--- src/rtl/sram_rd_pkg.sv ---
package sram_rd_pkg;

  localparam int unsigned N_LOW  = 4;
  localparam int unsigned N_BANK = N_LOW + 1;

  typedef enum logic [2:0] {
    SEQ_IDLE  = 3'd0,
    SEQ_FIRST = 3'd1,
    SEQ_HOLD  = 3'd2,
    SEQ_LAST  = 3'd3,
    SEQ_LEAD  = 3'd4
  } seq_state_e;

  typedef struct packed {
    logic [N_BANK-1:0] hit;
    logic              sdram;
    logic              unmapped;
  } route_t;

  // log2 of the low-bank size: smallest bank shifted by the size code
  function automatic int unsigned span_log2(int unsigned min_log2, int unsigned code);
    return min_log2 + code;
  endfunction

  // offset of low bank idx from the start of the RAM area
  function automatic logic [32:0] low_start(int unsigned idx, int unsigned lg);
    return 33'(idx) << lg;
  endfunction

endpackage

--- src/rtl/sram_bank_decode.sv ---
module sram_bank_decode
  import sram_rd_pkg::*;
#(
  parameter int unsigned ADDR_W    = 32,
  parameter int unsigned SIZE_W    = 4,
  parameter int unsigned MIN_LOG2  = 13,
  parameter int unsigned AREA_LOG2 = 30,
  parameter int unsigned HI_LOG2   = 28,
  parameter logic [ADDR_W-1:0] AREA_BASE = 32'h4000_0000,
  parameter logic [ADDR_W-1:0] HI_BASE   = 32'h6000_0000
) (
  input  logic [ADDR_W-1:0] addr,
  input  logic [SIZE_W-1:0] size_code,
  input  logic              sdram_en,
  output route_t            route
);

  localparam int unsigned SH_W = $clog2(ADDR_W) + 1;
  localparam logic [ADDR_W-1:0] HI_OFFSET = HI_BASE - AREA_BASE;

  logic              in_area;
  logic              upper_half;
  logic              hi_hit;
  logic              sd_over;
  logic [ADDR_W-1:0] offset;
  logic [SH_W-1:0]   shift;
  logic [ADDR_W-1:0] idx;
  logic [N_LOW-1:0]  low_hit;
  logic              top_hit;

  assign in_area    = (addr >> AREA_LOG2) == (AREA_BASE >> AREA_LOG2);
  assign upper_half = in_area && (addr >= HI_BASE);
  assign hi_hit     = (addr >> HI_LOG2) == (HI_BASE >> HI_LOG2);
  assign sd_over    = sdram_en && upper_half;
  assign offset     = addr - AREA_BASE;
  assign shift      = SH_W'(span_log2(MIN_LOG2, 32'(size_code)));
  assign idx        = offset >> shift;

  for (genvar gi = 0; gi < N_LOW; gi++) begin : g_low
    logic [ADDR_W:0] start_off;
    logic            shadowed;
    assign start_off = (ADDR_W+1)'(low_start(gi, 32'(shift)));
    // a low bank that starts inside the fixed bank is hidden by it
    assign shadowed  = start_off >= {1'b0, HI_OFFSET};
    assign low_hit[gi] = in_area && !sd_over && !hi_hit && !shadowed &&
                         (idx == ADDR_W'(gi));
  end

  assign top_hit        = in_area && !sd_over && hi_hit;
  assign route.hit      = {top_hit, low_hit};
  assign route.sdram    = sd_over;
  assign route.unmapped = !sd_over && !(|route.hit);

endmodule

--- src/rtl/sram_rd_seq.sv ---
module sram_rd_seq
  import sram_rd_pkg::*;
#(
  parameter int unsigned WAIT_W = 2
) (
  input  logic              clk,
  input  logic              rst_n,
  input  logic              req_valid,
  input  logic              req_consec,
  input  logic              is_sram,
  input  logic              is_other,
  input  logic [WAIT_W-1:0] cfg_wait,
  output logic              start,
  output logic              last_beat,
  output logic              take_next,
  output logic              quick_done,
  output logic              release_pins
);

  seq_state_e        st_q, st_d;
  logic [WAIT_W-1:0] wcnt_q;
  logic              idle_take;
  logic              is_idle;

  assign is_idle      = (st_q == SEQ_IDLE);
  assign last_beat    = (st_q == SEQ_LAST);
  assign idle_take    = is_idle && req_valid && is_sram;
  assign quick_done   = is_idle && req_valid && is_other;
  assign take_next    = last_beat && req_valid && req_consec && is_sram;
  assign start        = idle_take || take_next;
  assign release_pins = last_beat && !take_next;

  always_comb begin
    st_d = st_q;
    unique case (st_q)
      SEQ_IDLE:  if (idle_take) st_d = SEQ_FIRST;
      SEQ_FIRST: st_d = (wcnt_q == '0) ? SEQ_LAST : SEQ_HOLD;
      SEQ_HOLD:  if (wcnt_q == WAIT_W'(1)) st_d = SEQ_LAST;
      SEQ_LAST:  st_d = take_next ? SEQ_FIRST : SEQ_LEAD;
      SEQ_LEAD:  st_d = SEQ_IDLE;
      default:   st_d = SEQ_IDLE;
    endcase
  end

  always_ff @(posedge clk or negedge rst_n) begin
    if (!rst_n) begin
      st_q   <= SEQ_IDLE;
      wcnt_q <= '0;
    end else begin
      st_q <= st_d;
      if (start) begin
        wcnt_q <= cfg_wait;
      end else if (st_q == SEQ_HOLD) begin
        wcnt_q <= wcnt_q - WAIT_W'(1);
      end
    end
  end

endmodule

--- src/rtl/sram_pin_drv.sv ---
module sram_pin_drv #(
  parameter int unsigned N_BANK = 5,
  parameter int unsigned ADDR_W = 32
) (
  input  logic              clk,
  input  logic              rst_n,
  input  logic              load,
  input  logic              release_pins,
  input  logic [N_BANK-1:0] sel,
  input  logic [ADDR_W-1:0] addr_in,
  output logic [N_BANK-1:0] cs_n,
  output logic              oe_n,
  output logic [ADDR_W-1:0] addr_out
);

  always_ff @(posedge clk or negedge rst_n) begin
    if (!rst_n) begin
      cs_n     <= '1;
      oe_n     <= 1'b1;
      addr_out <= '0;
    end else if (load) begin
      cs_n     <= ~sel;
      oe_n     <= 1'b0;
      addr_out <= addr_in;
    end else if (release_pins) begin
      cs_n     <= '1;
      oe_n     <= 1'b1;
    end
  end

endmodule

--- src/rtl/sram_rd_ctrl.sv ---
module sram_rd_ctrl
  import sram_rd_pkg::*;
#(
  parameter int unsigned ADDR_W   = 32,
  parameter int unsigned DATA_W   = 32,
  parameter int unsigned SIZE_W   = 4,
  parameter int unsigned WAIT_W   = 2,
  parameter int unsigned MIN_LOG2 = 13
) (
  input  logic              clk,
  input  logic              rst_n,
  input  logic              req_valid,
  input  logic [ADDR_W-1:0] req_addr,
  input  logic              req_consec,
  output logic              req_ready,
  output logic [DATA_W-1:0] req_rdata,
  output logic              req_unmapped,
  output logic              sdram_sel,
  input  logic [SIZE_W-1:0] cfg_bank_size,
  input  logic [WAIT_W-1:0] cfg_wait_states,
  input  logic              cfg_sdram_en,
  output logic [N_BANK-1:0] ram_cs_n,
  output logic              ram_oe_n,
  output logic [ADDR_W-1:0] ram_addr,
  input  logic [DATA_W-1:0] ram_rdata
);

  route_t route;
  logic   route_sram;
  logic   route_other;

  // named internal events, observed by the bound checker
  logic   evt_start;
  logic   evt_last;
  logic   evt_chain;
  logic   evt_quick;
  logic   evt_release;
  logic   evt_top_start;

  sram_bank_decode #(
    .ADDR_W   (ADDR_W),
    .SIZE_W   (SIZE_W),
    .MIN_LOG2 (MIN_LOG2)
  ) u_decode (
    .addr      (req_addr),
    .size_code (cfg_bank_size),
    .sdram_en  (cfg_sdram_en),
    .route     (route)
  );

  assign route_sram  = |route.hit;
  assign route_other = route.sdram || route.unmapped;

  sram_rd_seq #(
    .WAIT_W (WAIT_W)
  ) u_seq (
    .clk          (clk),
    .rst_n        (rst_n),
    .req_valid    (req_valid),
    .req_consec   (req_consec),
    .is_sram      (route_sram),
    .is_other     (route_other),
    .cfg_wait     (cfg_wait_states),
    .start        (evt_start),
    .last_beat    (evt_last),
    .take_next    (evt_chain),
    .quick_done   (evt_quick),
    .release_pins (evt_release)
  );

  sram_pin_drv #(
    .N_BANK (N_BANK),
    .ADDR_W (ADDR_W)
  ) u_pins (
    .clk          (clk),
    .rst_n        (rst_n),
    .load         (evt_start),
    .release_pins (evt_release),
    .sel          (route.hit),
    .addr_in      (req_addr),
    .cs_n         (ram_cs_n),
    .oe_n         (ram_oe_n),
    .addr_out     (ram_addr)
  );

  assign evt_top_start = evt_start && route.hit[N_BANK-1];

  assign req_ready    = evt_last || evt_quick;
  assign req_unmapped = evt_quick && route.unmapped;
  assign sdram_sel    = evt_quick && route.sdram;
  assign req_rdata    = evt_last ? ram_rdata : '0;

endmodule

--- config.mk ---
export PLATFORM = sky130hd
export DESIGN_NAME = sram_rd_ctrl
export DESIGN_NICKNAME = d
export VERILOG_FILES = /design/src/rtl/sram_rd_pkg.sv /design/src/rtl/sram_bank_decode.sv /design/src/rtl/sram_rd_seq.sv /design/src/rtl/sram_pin_drv.sv /design/src/rtl/sram_rd_ctrl.sv
export SDC_FILE = /design/constraint.sdc
export NUM_CORES = 1
export LEC_CHECK = 0
export BUFFER_PORTS_ARGS = -buffer_cell sky130_fd_sc_hd__buf_2
export CORE_MARGIN = 2
export CORE_UTILIZATION = 48
export CTS_CLUSTER_DIAMETER = 200
export DETAILED_ROUTE_END_ITERATION = 10
export HOLD_SLACK_MARGIN = 0.15
export PLACE_DENSITY = 0.82
export SLEW_MARGIN = 5
export SYNTH_ARGS = -nofsm -noshare
export SYNTH_HDL_FRONTEND = slang
export SYNTH_HIERARCHICAL = 1
export SYNTH_SLANG_ARGS = --single-unit
--- constraint.sdc ---
create_clock -name clk -period 5 [get_ports clk]
set_clock_uncertainty 0.1 [all_clocks]
set_input_delay 1 -clock clk [delete_from_list [all_inputs] [get_ports clk]]
set_output_delay 1 -clock clk [all_outputs]
set_load 0.01 [all_outputs]
==> results.toml <==
[sta]
fin_crit_ns = 4.87
slew-limit-headroom = 0.366
hold_viol = 0
max_freq_ghz = 0.205
finalCritPeriodShare = 0.974
tightestPinTransition_ns = 0.951
setup_viol = 0
drv_slew = 0

[placed_design]
io_buffers = 147
dpl.hpwl_um = 6340
dp.cells = 499
gp_congestion = 0.909

[finish]
final_cells = 509
finish.utilization = 0.650
syn_to_final_growth_pct = 29.6
regArea_mm2 = 0.00108
drive_above_1_share = 0.650
final.fill_count = 514
antenna_cells = 0
final_nets = 514
multi_input_area_mm2 = 0.00197

[drt]
routedWlPerCell_um = 15.9
first_iter_violations = 116
wl_met2_um = 4260
drc = 0
num_vias = 2761
wl_met3_um = 480
drtAntennaViolNets = 0
finalWirelength_um = 8110
vias_per_cell = 5.42
top_layer = "met4"
met1_length_um = 3270
dr.pass1.iters = 4

[floorplanning]
pin_count = 148
die_y_um = 85.9
dieArea_mm2 = 0.00738
core_mm2 = 0.00642
row_count = 29
initial_core_util = 0.502
die_w_um = 85.9

[critical_path]
cp-end-kind = "output pin"
required_ns = 3.90
worstSetupStartpointType = "input pin"
arrival_ns = 3.77
crit_fanout = 3
path_class = "input pin to output pin"

[clock_tree]
cts_tree = "built"
cts_buffer_depth = 2
clk_pin_slew_ns = 0.08
cts.sinks = 43
clockRootBuffer = "clkbuf_8"
numCtsBuffers = 5
hold_buffers = 0
cts_max_level = 2
clk_latency_ns = 0.28

[pwr]
p_int_uw = 969
p_sw_uw = 514
switching_share = 0.347
p_seq_frac = 0.384
p_clk_frac = 0.144
p_per_area_mw_per_mm2 = 355
peakVddDrop_mv = 0.182
finalPower_uw = 1480
p_leak_uw = 0.00217
comb_power_share = 0.472

[synthesis]
netlist_instances = 280
synth_nets = 363
ys_warn_count = 6
syn_area_mm2 = 0.00322
syn_avg_cell_area_um2 = 11.5

[status]
outcome = "complete, no violations"

[flow_run]
cap_viol_max_count = 0

[grt]
grt_overflow = 0
grt_max_degree = 44
antenna_found_initial = 0
gr-usage-all-layers = 0.212
grt_pass1_wl_um = 12700
grt_pass1_vias = 2697

[worst_hold_path]
hold_path_class = "flop to flop"
## state kept, by name, indices dropped and copies added, names as in the netlist
register         cells
u_pins/oe_n          1
u_pins/cs_n          5
u_seq/wcnt_q         2
u_pins/addr_out     32
u_seq/st_q           3
## worst paths after layout
path | startpoint | slack [ns] | end | cells past startpoint
min in group asynchronous | rst_n | 0.75 | u_pins/addr_out[19]$_DFFE_PN0P_ | 1
setup / recovery | req_addr[31] | 0.13 | req_ready | 15
hold reg to reg | u_pins/oe_n$_DFFE_PN1P_ | 0.39 | u_pins/oe_n$_DFFE_PN1P_ | 2
max in group asynchronous | rst_n | 3.45 | u_seq/st_q[0]$_DFFE_PN0P_ | 1
setup reg to reg | u_seq/st_q[0]$_DFFE_PN0P_ | 3.05 | u_pins/addr_out[31]$_DFFE_PN0P_ | 5
hold / removal | u_pins/oe_n$_DFFE_PN1P_ | 0.39 | u_pins/oe_n$_DFFE_PN1P_ | 2
## layer usage
metal | vias up | track usage
met5 | - | 0
met4 | 0 | 0.0649
met3 | 9 | 0.0289
met2 | 103 | 0.370
met1 | 1340 | 0.272
li1 | 1309 | -
## final cells by class
type                       instances  area share
multi-input combinational        202       0.472
timing repair buffer             165       0.212
clock inverter                     2     0.00300
clock buffer                       6      0.0174
tap                               77      0.0231
sequential                        43       0.260
inverter                          14      0.0126
## power groups by stage
| stage | sequential, µW | clock [µW] | combinational (µW) |
|---|---|---|---|
| 4_1_cts | 569 | 223 | 696 |
| 6_report | 569 | 214 | 700 |
| 3_3_place_gp | 565 | 0 | 675 |
| 5_1_grt | 589 | 238 | 754 |
| 2_1_floorplan | 603 | 0 | 417 |
| 3_5_place_dp | 574 | 0 | 694 |
## through the flow
| step | cell area, µm² | TNS, ns | hold slack (ns) | worst slack, ns |
|---|---|---|---|---|
| floorplan | 3220 | 0 | 0.389 | 0.397 |
| global placement | 4000 | 0 | 0.379 | 0.0304 |
| detailed placement | 4000 | 0 | 0.380 | 0.00603 |
| CTS | 4090 | 0 | 0.393 | 0.0340 |
| global route | 4170 | -0.0270 | 0.429 | -0.0270 |
| finish | 4170 | 0 | 0.390 | 0.131 |
## repair_timing
action,in CTS,in global routing
gates resized for setup,1,11
pin swaps,0,6
setup endpoints to repair,1,3
setup buffers,0,2
cloned,0,0
## worst max-delay path, stage by stage
cell and delay [ns]:
buf_2 0.11, inv_1 0.10, ha_4 0.21, nand2b_1 0.13, mux4_2 0.53, a211oi_2 0.27, and2_1 0.19, o21bai_2 0.09
a22oi_2 0.20, o31ai_2 0.08, or2_2 0.29, nand2_1 0.09, nor4_2 0.05, or2_2 0.28, buf_2 0.14
## cells in the final DEF (no fill, tap or decap), drive strengths merged, types with 6 or more instances in the layout
cell    instances
mux2i           9
ha              8
buf           164
inv            14
nor3           10
nand2           9
a21oi           6
dfrtp          37
mux2           35
dfstp           6
nor2           10
and2           39
mux4            9
clkbuf          7
Note: power is estimated with default switching activity, not from simulation.
